`src/rtl/vpic_pkg.sv`:
```
package vpic_pkg;
    localparam int LVL_W = 3;
    localparam int NLVL  = 1 << LVL_W;
    typedef logic [LVL_W-1:0] lvl_t;
endpackage

```
`src/rtl/vpic_sync.sv`:
```
module vpic_sync (
    input  logic clk,
    input  logic rst_n,
    input  logic d_i,
    output logic q_o
);
    logic [1:0] sh_d, sh_q;

    always_comb begin
        sh_d = {sh_q[0], d_i};
    end

    always_ff @(posedge clk or negedge rst_n) begin
        if (!rst_n) sh_q <= '0;
        else        sh_q <= sh_d;
    end

    assign q_o = sh_q[1];
endmodule

```
`src/rtl/vpic_detect.sv`:
```
module vpic_detect #(
    parameter bit IS_EXT = 1'b0
) (
    input  logic       clk,
    input  logic       rst_n,
    input  logic       src_i,
    input  logic [1:0] mode_i,
    input  logic       ack_i,
    output logic       pend_o
);
    typedef struct packed {
        logic prev;
        logic pend;
    } det_t;

    det_t det_d, det_q;
    logic s, x, is_edge, inv, rise;

    if (IS_EXT) begin : g_sync
        vpic_sync u_sync (.clk(clk), .rst_n(rst_n), .d_i(src_i), .q_o(s));
    end else begin : g_raw
        assign s = src_i;
    end

    always_comb begin
        is_edge    = mode_i[1];
        inv        = IS_EXT && mode_i[0];
        x          = s ^ inv;
        rise       = x && !det_q.prev;
        det_d.prev = x;
        det_d.pend = is_edge && (rise || (det_q.pend && !ack_i));
        pend_o     = is_edge ? det_q.pend : x;
    end

    always_ff @(posedge clk or negedge rst_n) begin
        if (!rst_n) det_q <= '0;
        else        det_q <= det_d;
    end

    // acknowledge clears a latched edge unless a new edge arrives
    a_r5_ack_clears: assert property (@(posedge clk) disable iff (!rst_n)
        (ack_i && !rise) |=> !det_q.pend);
endmodule

```
`src/rtl/vpic_arb.sv`:
```
module vpic_arb import vpic_pkg::*; #(
    parameter int NSRC = 8,
    localparam int IW = (NSRC > 1) ? $clog2(NSRC) : 1
) (
    input  logic [NSRC-1:0]            pend_i,
    input  logic [NSRC-1:0]            en_i,
    input  logic [NSRC-1:0][LVL_W-1:0] prio_i,
    output logic                       valid_o,
    output logic [IW-1:0]              idx_o,
    output lvl_t                       lvl_o
);
    always_comb begin
        valid_o = 1'b0;
        idx_o   = '0;
        lvl_o   = '0;
        for (int i = 0; i < NSRC; i++) begin
            if (pend_i[i] && en_i[i] && (!valid_o || prio_i[i] > lvl_o)) begin
                valid_o = 1'b1;
                idx_o   = IW'(i);
                lvl_o   = prio_i[i];
            end
        end
    end
endmodule

```
`src/rtl/vpic_top.sv`:
```
module vpic_top import vpic_pkg::*; #(
    parameter int N_INT = 4,
    parameter int N_EXT = 4,
    parameter int VEC_W = 8,
    localparam int NSRC = N_INT + N_EXT,
    localparam int AW   = $clog2(NSRC + 3),
    localparam int DW   = VEC_W + 6,
    localparam int IW   = (NSRC > 1) ? $clog2(NSRC) : 1,
    localparam int SPW  = LVL_W + 1
) (
    input  logic             clk,
    input  logic             rst_n,
    input  logic [N_INT-1:0] int_src_i,
    input  logic [N_EXT-1:0] ext_src_i,
    input  logic             fast_req_i,
    input  logic             bus_wr_i,
    input  logic             bus_rd_i,
    input  logic [AW-1:0]    bus_addr_i,
    input  logic [DW-1:0]    bus_wdata_i,
    output logic [VEC_W-1:0] bus_rdata_o,
    output logic             irq_o,
    output logic             fiq_o
);
    typedef struct packed {
        logic [NLVL-1:0][LVL_W-1:0] stk;
        logic [SPW-1:0]             sp;
        logic [VEC_W-1:0]           spur;
        logic [VEC_W-1:0]           rdata;
        logic [NSRC-1:0][LVL_W-1:0] prio;
        logic [NSRC-1:0]            en;
        logic [NSRC-1:0][1:0]       mode;
        logic [NSRC-1:0][VEC_W-1:0] vec;
    } st_t;

    st_t st_d, st_q;

    logic [NSRC-1:0] raw, pend, ack_src;
    logic            win_valid, serve, ack, eoi;
    logic [IW-1:0]   win_idx;
    lvl_t            win_lvl, top_lvl;
    logic [LVL_W-1:0] top_ptr, below_ptr;

    assign raw = {ext_src_i, int_src_i};

    for (genvar i = 0; i < NSRC; i++) begin : g_src
        vpic_detect #(.IS_EXT(i >= N_INT)) u_det (
            .clk(clk), .rst_n(rst_n), .src_i(raw[i]),
            .mode_i(st_q.mode[i]), .ack_i(ack_src[i]), .pend_o(pend[i])
        );
    end

    vpic_arb #(.NSRC(NSRC)) u_arb (
        .pend_i(pend), .en_i(st_q.en), .prio_i(st_q.prio),
        .valid_o(win_valid), .idx_o(win_idx), .lvl_o(win_lvl)
    );

    vpic_sync u_fsync (.clk(clk), .rst_n(rst_n), .d_i(fast_req_i), .q_o(fiq_o));

    always_comb begin
        top_ptr   = st_q.sp[LVL_W-1:0] - 1'b1;
        below_ptr = st_q.sp[LVL_W-1:0] - 2'd2;
        top_lvl   = st_q.stk[top_ptr];
        serve     = win_valid && ((st_q.sp == '0) || (win_lvl > top_lvl));
        ack       = bus_rd_i && (bus_addr_i == AW'(NSRC));
        eoi       = bus_wr_i && (bus_addr_i == AW'(NSRC + 1));
        ack_src   = '0;
        st_d      = st_q;

        for (int i = 0; i < NSRC; i++) begin
            if (bus_wr_i && (bus_addr_i == AW'(i))) begin
                st_d.prio[i] = bus_wdata_i[2:0];
                st_d.en[i]   = bus_wdata_i[3];
                st_d.mode[i] = bus_wdata_i[5:4];
                st_d.vec[i]  = bus_wdata_i[VEC_W+5:6];
            end
        end
        if (bus_wr_i && (bus_addr_i == AW'(NSRC + 2)))
            st_d.spur = bus_wdata_i[VEC_W-1:0];

        if (ack) begin
            if (serve) begin
                st_d.rdata                      = st_q.vec[win_idx];
                st_d.stk[st_q.sp[LVL_W-1:0]]    = win_lvl;
                st_d.sp                         = st_q.sp + 1'b1;
                ack_src[win_idx]                = 1'b1;
            end else begin
                st_d.rdata = st_q.spur;
            end
        end else if (eoi && (st_q.sp != '0)) begin
            st_d.sp = st_q.sp - 1'b1;
        end
    end

    always_ff @(posedge clk or negedge rst_n) begin
        if (!rst_n) begin
            st_q      <= '0;
            st_q.spur <= '1;
        end else begin
            st_q <= st_d;
        end
    end

    assign irq_o       = serve;
    assign bus_rdata_o = st_q.rdata;

    // stack depth never exceeds the number of levels
    a_r8_stack_bound: assert property (@(posedge clk) disable iff (!rst_n)
        st_q.sp <= SPW'(NLVL));
    // nested levels on the stack are strictly increasing
    a_r8_stack_rising: assert property (@(posedge clk) disable iff (!rst_n)
        (st_q.sp >= SPW'(2)) |-> (st_q.stk[top_ptr] > st_q.stk[below_ptr]));
    // end-of-interrupt pops exactly one entry
    a_r8_eoi_pop: assert property (@(posedge clk) disable iff (!rst_n)
        (eoi && !ack && st_q.sp != '0) |=> (st_q.sp == $past(st_q.sp) - 1'b1));
    // unserviceable acknowledge returns spurious vector, stack unchanged
    a_r9_spurious: assert property (@(posedge clk) disable iff (!rst_n)
        (ack && !irq_o) |=> (bus_rdata_o == $past(st_q.spur) && $stable(st_q.sp)));
    // the arbiter only picks an enabled, pending source
    a_r6_win_enabled: assert property (@(posedge clk) disable iff (!rst_n)
        win_valid |-> (st_q.en[win_idx] && pend[win_idx]));
    // fast output is the fast pin two cycles late
    a_r10_fast_delay: assert property (@(posedge clk) disable iff (!rst_n)
        ($past(rst_n) && $past(rst_n, 2)) |-> (fiq_o == $past(fast_req_i, 2)));
endmodule

```
`config.mk`:
```
export PLATFORM = sky130hd
export DESIGN_NAME = vpic_top
export DESIGN_NICKNAME = d
export VERILOG_FILES = /design/src/rtl/vpic_pkg.sv /design/src/rtl/vpic_sync.sv /design/src/rtl/vpic_detect.sv /design/src/rtl/vpic_arb.sv /design/src/rtl/vpic_top.sv
export SDC_FILE = /design/constraint.sdc
export NUM_CORES = 1
export LEC_CHECK = 0
export ABC_AREA = 1
export BUFFER_PORTS_ARGS = -buffer_cell sky130_fd_sc_hd__clkbuf_2
export CAP_MARGIN = 25
export CORE_MARGIN = 8
export CORE_UTILIZATION = 58
export CTS_BUF_LIST = sky130_fd_sc_hd__clkbuf_4 sky130_fd_sc_hd__clkbuf_8
export DETAILED_ROUTE_END_ITERATION = 8
export PLACE_DENSITY = 0.79
export SYNTH_ARGS = -nofsm -noshare
export SYNTH_HDL_FRONTEND = slang
export SYNTH_SLANG_ARGS = --single-unit
```
`constraint.sdc`:
```
create_clock -name clk -period 9.4 [get_ports clk]
set_input_delay 0 -clock clk [delete_from_list [all_inputs] [get_ports clk]]
set_output_delay 0 -clock clk [all_outputs]
set_load 0.01 [all_outputs]
```
**Word-level counts from Yosys, hierarchy flattened**

Index checks and enable logic that the tools add are counted.

- Multiplexer cells: 46
- Reduce and logical (&&, ||, !) cells: 99
- Bitwise gates (word level): 4
- Order comparisons: 13
- Add/sub/neg operators: 3
- Equal/unequal tests: 11

Operators with widths:

| kind | count |
|---|---|
| $logic_and 1x1->1 | 54 |
| $mux 3 | 14 |
| $mux 8 | 4 |
| $bmux 8 s3 | 1 |
| $bwmux 24 | 1 |
| $gt 3x3->1 | 8 |
| $logic_not 1->1 | 23 |
| $mux 1 | 18 |
| $eq 4x3->1 const B | 4 |
| $logic_or 1x1->1 | 16 |
| $eq 4x4->1 const B | 3 |
| $lt 3x4->1 const B | 3 |
| $mux 4 | 3 |
| $bmux 3 s3 | 1 |
| $demux 3 s3 | 1 |
| $eq 4x2->1 const B | 2 |
| $logic_not 4->1 | 2 |
| $ge 3x1->1 const B | 2 |
| $add 4x1->4 const B | 1 |
| $eq 4x1->1 const B | 1 |
| $mux 2 | 2 |
| $reduce_and 2->1 | 2 |
| $reduce_bool 4->1 | 1 |
| $sub 4x1->4 const B | 1 |
| 5 further kinds | 8 |

- Output and inout port bits: 10
- Input port bits: 31
- Bits in registers: 182

**Logic depth before layout (Yosys ltp)**

- Depth after elaboration: 41
- Gate-level depth with buffers: 81
- Depth with buffers taken out: 77

**Modules after synthesis**

From an unflattened synthesis, not the netlist that was laid out.

- Cell total of the unflattened synthesis: 1215
- Area, all modules: 9546.7 sq um

By module, submodules not included:

| module | seq. area each (sq um) | instances | cells an instance | area each (sq um) |
|---|---|---|---|---|
| vpic_top | 3913.8 | 1 | 918 | 7394.6 |
| vpic_arb | 0.0 | 1 | 187 | 1141.1 |
| vpic_detect at g_src[4].u_det ... | 50.0 | 4 | 15 | 106.4 |
| vpic_detect at g_src[0].u_det ... | 50.0 | 4 | 10 | 83.8 |
| vpic_sync | 50.0 | 5 | 2 | 50.0 |

**Worst setup path after synthesis**

OpenSTA, ideal clock, no wires.

- Kind: reg-to-reg
- Start: register st_q[65] in the netlist's numbering
- End: register st_q[132] in the netlist's numbering
- Arrival time: 9423 ps
- Setup time: 119 ps
- Period minus slack after synthesis: 9542 ps
- Setup slack: -142 ps
- Cell stages (with the launch flop): 77
- Cell sequence: dfrtp_1 > inv_1 > nand2_1 > nand3_1 > inv_1 > nand2_1 > ha_1 > a21oi_1 > nand2_1 > nand2_1 > nand2_1 > nand2_1 > nand2_1 > and2_1 > ha_1 > nand3b_1 > nand2_1 > nand2_1 > [... 41 more ...] > nand2_2 > nand2_4 > buf_6 > or2_0 > clkbuf_1 > and2_1 > ha_1 > nand2_1 > o21ai_0 > nand2_1 > nand2_1 > o21ai_1 > nor2_2 > nand2_1 > nor2_2 > inv_1 > nand2_1 > nand2_1

- Cells in the longest elaborated chain, start to end: 35
- Elaborated cells between the ends (all ways): 51
- Those cells by class: 8 x order compare; 18 x mux; 25 x reduce/logical

Ends and longest elaborated chain:

| item | line | text |
|---|---|---|
| from (decl) | vpic_top.sv:35 | `st_t st_d, st_q;` |
| from (signal assigned) | vpic_top.sv:99 | `st_q <= st_d;` |
| $mux 1 * | vpic_detect.sv:32 | `pend_o = is_edge ? det_q.pend : x;` |
| $logic_and 1x1->1 * | vpic_arb.sv:17 | `if (pend_i[i] && en_i[i] && (!valid_o \|\| prio_i[i] > lvl_o)) begin` |
| $mux 3 or $mux 1 (tied branches) | vpic_arb.sv:17 |  |
| $gt 3x3->1 or $logic_not 1->1 (tied branches) | vpic_arb.sv:17 |  |
| $logic_or 1x1->1 | vpic_arb.sv:17 |  |
| $logic_and 1x1->1 | vpic_arb.sv:17 |  |
| $mux 3 or $mux 1 (tied branches) | vpic_arb.sv:17 |  |
| $gt 3x3->1 or $logic_not 1->1 (tied branches) | vpic_arb.sv:17 |  |
| [... 20 more ...] | n/a |  |
| $logic_or 1x1->1 | vpic_arb.sv:17 |  |
| $logic_and 1x1->1 | vpic_arb.sv:17 |  |
| $mux 3 * | vpic_arb.sv:17 |  |
| net u_arb.lvl_o[2] | vpic_arb.sv:10 | `output lvl_t lvl_o` |
| $gt 3x3->1 * | vpic_top.sv:63 | `serve = win_valid && ((st_q.sp == '0) \|\| (win_lvl > top_lvl));` |
| $logic_or 1x1->1 * | vpic_top.sv:63 |  |
| $logic_and 1x1->1 * | vpic_top.sv:63 |  |
| $reduce_and 2->1 (no line) * | n/a |  |

The timed path passes the listed nets; every way through them passes the cells marked *.
A chain may end at the register's enable or synchronous reset.

**Worst setup path in the final report**

- Start: register st_q[65] in the netlist's numbering
- End: register st_q[145] in the netlist's numbering

Same word-level chain as after synthesis.

==> results.md <==
- The worst slew margin relative to its limit is 32.9%.
- The dominant cell type by count on the critical path is nand2_2.
- Before antenna repair, the detailed router went through 5 iterations.
- The die outline height is 142 um.
- The number of flops mapped to enable cells by yosys is 0.
- The share of the synthesized netlist area taken by xor and xnor gates is 0.848%.
- The final-layout setup total negative slack is 0 ps.
- The initial utilization of the core area, before any placement, comes to 58.4%.
- The detailed-route DRC error count is 0.
- The horizontal extent of the die is 142 um.
- For this run, the leading register cell type out of synthesis is dfrtp_1.
- The flow ran to the end, and the final reports show no timing, DRC or antenna violations.
- Based on the critical path, the design can be clocked at up to 107 MHz.
- The number of clock buffers added by TritonCTS is 17.
- The type of the tightest min-delay check is input port to asynchronous set/reset pin.
- After synthesis the netlist holds a flip-flop and latch count of 178.
- The largest vdd supply drop is 0.000190 V.
- The final estimated routing congestion in global placement is 0.882.
- The number of DRC violations after detailed-routing iteration 0 is 674.
- The post-route netlist has 20.5% of its cells at a drive strength greater than 1.
- Each instance of the synthesized netlist takes up on average 7.97 sq um.
- The row count is 46.
- By area the synthesized netlist is led by dfrtp_1 47%, nand2_1 14%, o21ai_0 7.9%.
- The cell area power density is 302 mW/mm^2.
- The post-synth design cell area is 0.00915 sq mm.
- Entering global routing, the biggest net connects 116 pins.
- The critical register-to-register path endpoint is st_q[145].
- 41 I/O pins were placed.
- The count of input and output buffers is 40.
- The number of H-tree branching levels is 4.
- The number of nets produced by synthesis is 1208.
- The period utilization is 99.9%.
- The distinct cell type count of the synthesized netlist is 43.
- The worst stage delay on the critical path is 420 ps.
- The total leakage power is 5.51 nW.
- Counting every sink on the clock net gives 178.
- The TritonCTS clock tree is done.
- The final-report hold violation count came to 0.
- The worst setup path is of the flip-flop to flip-flop kind.
- Across every metal layer, demand over resource in global routing totals 22.8%.
- The routed via count is 7938.
- Of all flip-flops after synthesis, the portion carrying an async set or reset was 100%.
- Detailed placement finished with a half-perimeter wire length of 14.4 mm.
- The worst hold margin is 45.5 ps.
- After detailed routing, the wire length on met1 is 9.73 mm.
- In this run the biggest area consumer among cell types represents 46.5% of the synthesized area.
- The clock period minus worst slack is 9390 ps.
- The largest family of logic cells by synthesized area is simple AND/OR/NAND/NOR gates.
- The adder-cell area share of the yosys netlist is 4.05%.
- The maximum fanout count along the critical path is 7.
- For the worst flop-to-flop path, the logic depth is 75.
- The clock passes through at most 2 buffers.
- The area fraction in compound gates after synthesis is 11.0%.
- The repair_antennas step left the layout with diodes totalling 0.
- Setup violations remaining at the end of the flow were counted as 0.
- The core region is 0.0157 sq mm.
- After routing the design area is 0.0109 sq mm.
- The die footprint is 0.0200 sq mm.
- The latest clock arrival within the worst-skew pair is 470 ps.
- The clock skew after layout is 23.1 ps.
- Setup repair after global routing could not meet its margin everywhere.
- After clock tree synthesis, the clock-pin slew on the worst setup and hold paths is 110 ps.
- The critical-path cell with the highest stage delay is dfrtp_1.
- The final number of max-transition violations was 0.
- The largest area contributor in the synthesized netlist is dfrtp_1.
- After global routing the overflow that remains totals 0.
- The via count of the first global-routing pass is 7382.
- At the pin with the least slew margin, the transition time is 1000 ps.
- The number of antenna violations at the first check in global routing is 0.
- In this run the critical register-to-register path is launched from st_q[65].
- The mean number of vias per cell is 5.45.
- The count of fill cells added during filler insertion is 1247.
- The highest metal layer carrying signal wires in the routed design is met4.
- Dividing the detail-routed wire length by the instance count gives 16.0 um.
- In the synthesized netlist, the number of instances is 1148.
- The total number of nets in the final design is 1288.
- The met2 routed wirelength is 11.6 mm.
- The first global-routing pass estimated 36.8 mm of wire.
- The endpoint kind of the worst setup timing path is a flip-flop.
- Yosys printed 0 warnings.
- At the worst endpoint, the arrival time is 9800 ps.
- Summing all placed instances gives a cell area of 0.00948 sq mm.
- The final wirelength is 23.3 mm.
- Compared with the post-synthesis result, the final layout area differs by 19.6%.
- The max-cap violation count is 0.
- The routed design uses 1.47 mm of met3 wire.
- The synthesized netlist devotes 27.2% of its cell area to simple gates.
- The kind of launch point of the worst setup path is a flip-flop.
- The sequential fraction of the synthesis area is 48.8%.
- The worst endpoint required time is 9810 ps.
- The worst setup slack for register-to-register paths is 10 ps.
- The root cell of the clock tree is clkbuf_8.
- The detail route stage leaves a number of antenna-violating nets equal to 0.
- The completed layout was analyzed and its total power is 3.30 mW.
- In the synthesized netlist, mux cells make up 0% of the area.
## synth_stat cells, types with 4 or more instances
cell,n
nand2_1,349
dfrtp_1,170
o21ai_0,144
inv_1,131
nand3_1,98
nor2_1,58
ha_1,28
a21oi_1,26
clkbuf_1,21
buf_4,11
nand3b_1,11
and2_1,10
nor2_2,10
dfstp_2,8
nand2_2,7
nand3_2,6
xor2_1,6
buf_2,5
o21ai_1,5
buf_6,4
o21a_1,4
or2_2,4
## timing repair
| item | CTS | global route |
|---|---|---|
| endpoints found under the hold margin | 218 | 0 |
| gates resized for setup | 23 | 106 |
| setup buffers | 10 | 16 |
| setup endpoints to repair | 45 | 45 |
| pin swaps | 6 | 55 |
| hold buffers | 23 | 0 |
## through the flow
step	util, %	instances	worst slack, ps
after global placement	60.5	1373	59.5
after CTS	65.9	1438	3.70
after detailed placement	60.5	1373	-348
after global routing	69.9	1457	-543
final	69.9	1457	10.8
after floorplan	-	1148	2.93
## metal layers
| layer | vias up | global-route usage, % |
|---|---|---|
| li1 | 3833 | - |
| met1 | 3784 | 29.5 |
| met2 | 277 | 38.5 |
| met3 | 44 | 4.27 |
| met4 | 0 | 6.50 |
| met5 | - | 0 |
## how the worst max path moves through the flow
stage / start / endpoint / cells past startpoint
global route: st_q[65] / st_q[155] / 77
finish: st_q[65] / st_q[145] / 75
floorplan: st_q[65] / st_q[153] / 77
detailed placement: st_q[65] / st_q[151] / 74
global placement: st_q[65] / st_q[135] / 73
CTS: st_q[65] / st_q[151] / 73
## final cells by class
class	instances	area [sq um]	area share, %
Multi-Input combinational cell	794	4500	41.2
Sequential cell	178	4460	40.8
Timing Repair Buffer	103	776	7.09
Inverter	134	508	4.64
Tap cell	216	270	2.47
Clock buffer	17	234	2.14
Clock inverter	15	185	1.69
## registers in the layout, indices dropped and copies added, names as in the netlist
name	count
g_src.u_det.det_q	16
u_fsync.sh_q	2
bus_rdata_o	8
g_src.u_det.g_sync.u_sync.sh_q	8
st_q	144
## critical path: cells and delay by family (launching register included)
family / cells / cell delay, ps
DFF: 1 / 420
and+or+nand+nor: 48 / 4840
adders and majority gates: 8 / 2040
buffers and inverters: 9 / 900
AOI/OAI and AO/OA: 10 / 1100
## cell usage in the layout, fill, tap and decap left out, drive strengths merged, types with 3 or more instances in the layout
cell / count
nand2: 360
dfrtp: 170
o21ai: 150
inv: 143
nand3: 104
nor2: 71
clkbuf: 56
buf: 41
ha: 28
a21oi: 27
dlygate4sd3: 23
nand3b: 11
and2: 10
dfstp: 8
xor2: 7
or2: 6
clkinv: 5
o21a: 4
nor3: 3
## power breakdown
part	switching (mW)	internal [mW]	leakage (nW)
sequential	0.118	0.924	2.26
clock	0.317	0.229	0.212
combinational	1.03	0.688	3.04
total	1.46	1.84	5.51
## cells by family after synthesis
family / count (synthesis)
flops: 178
fa+ha+maj: 29
simple gates: 567
compound gates: 190
xor+xnor: 8
buf+inv: 176
No activity file was read; power rests on OpenSTA's default activity.
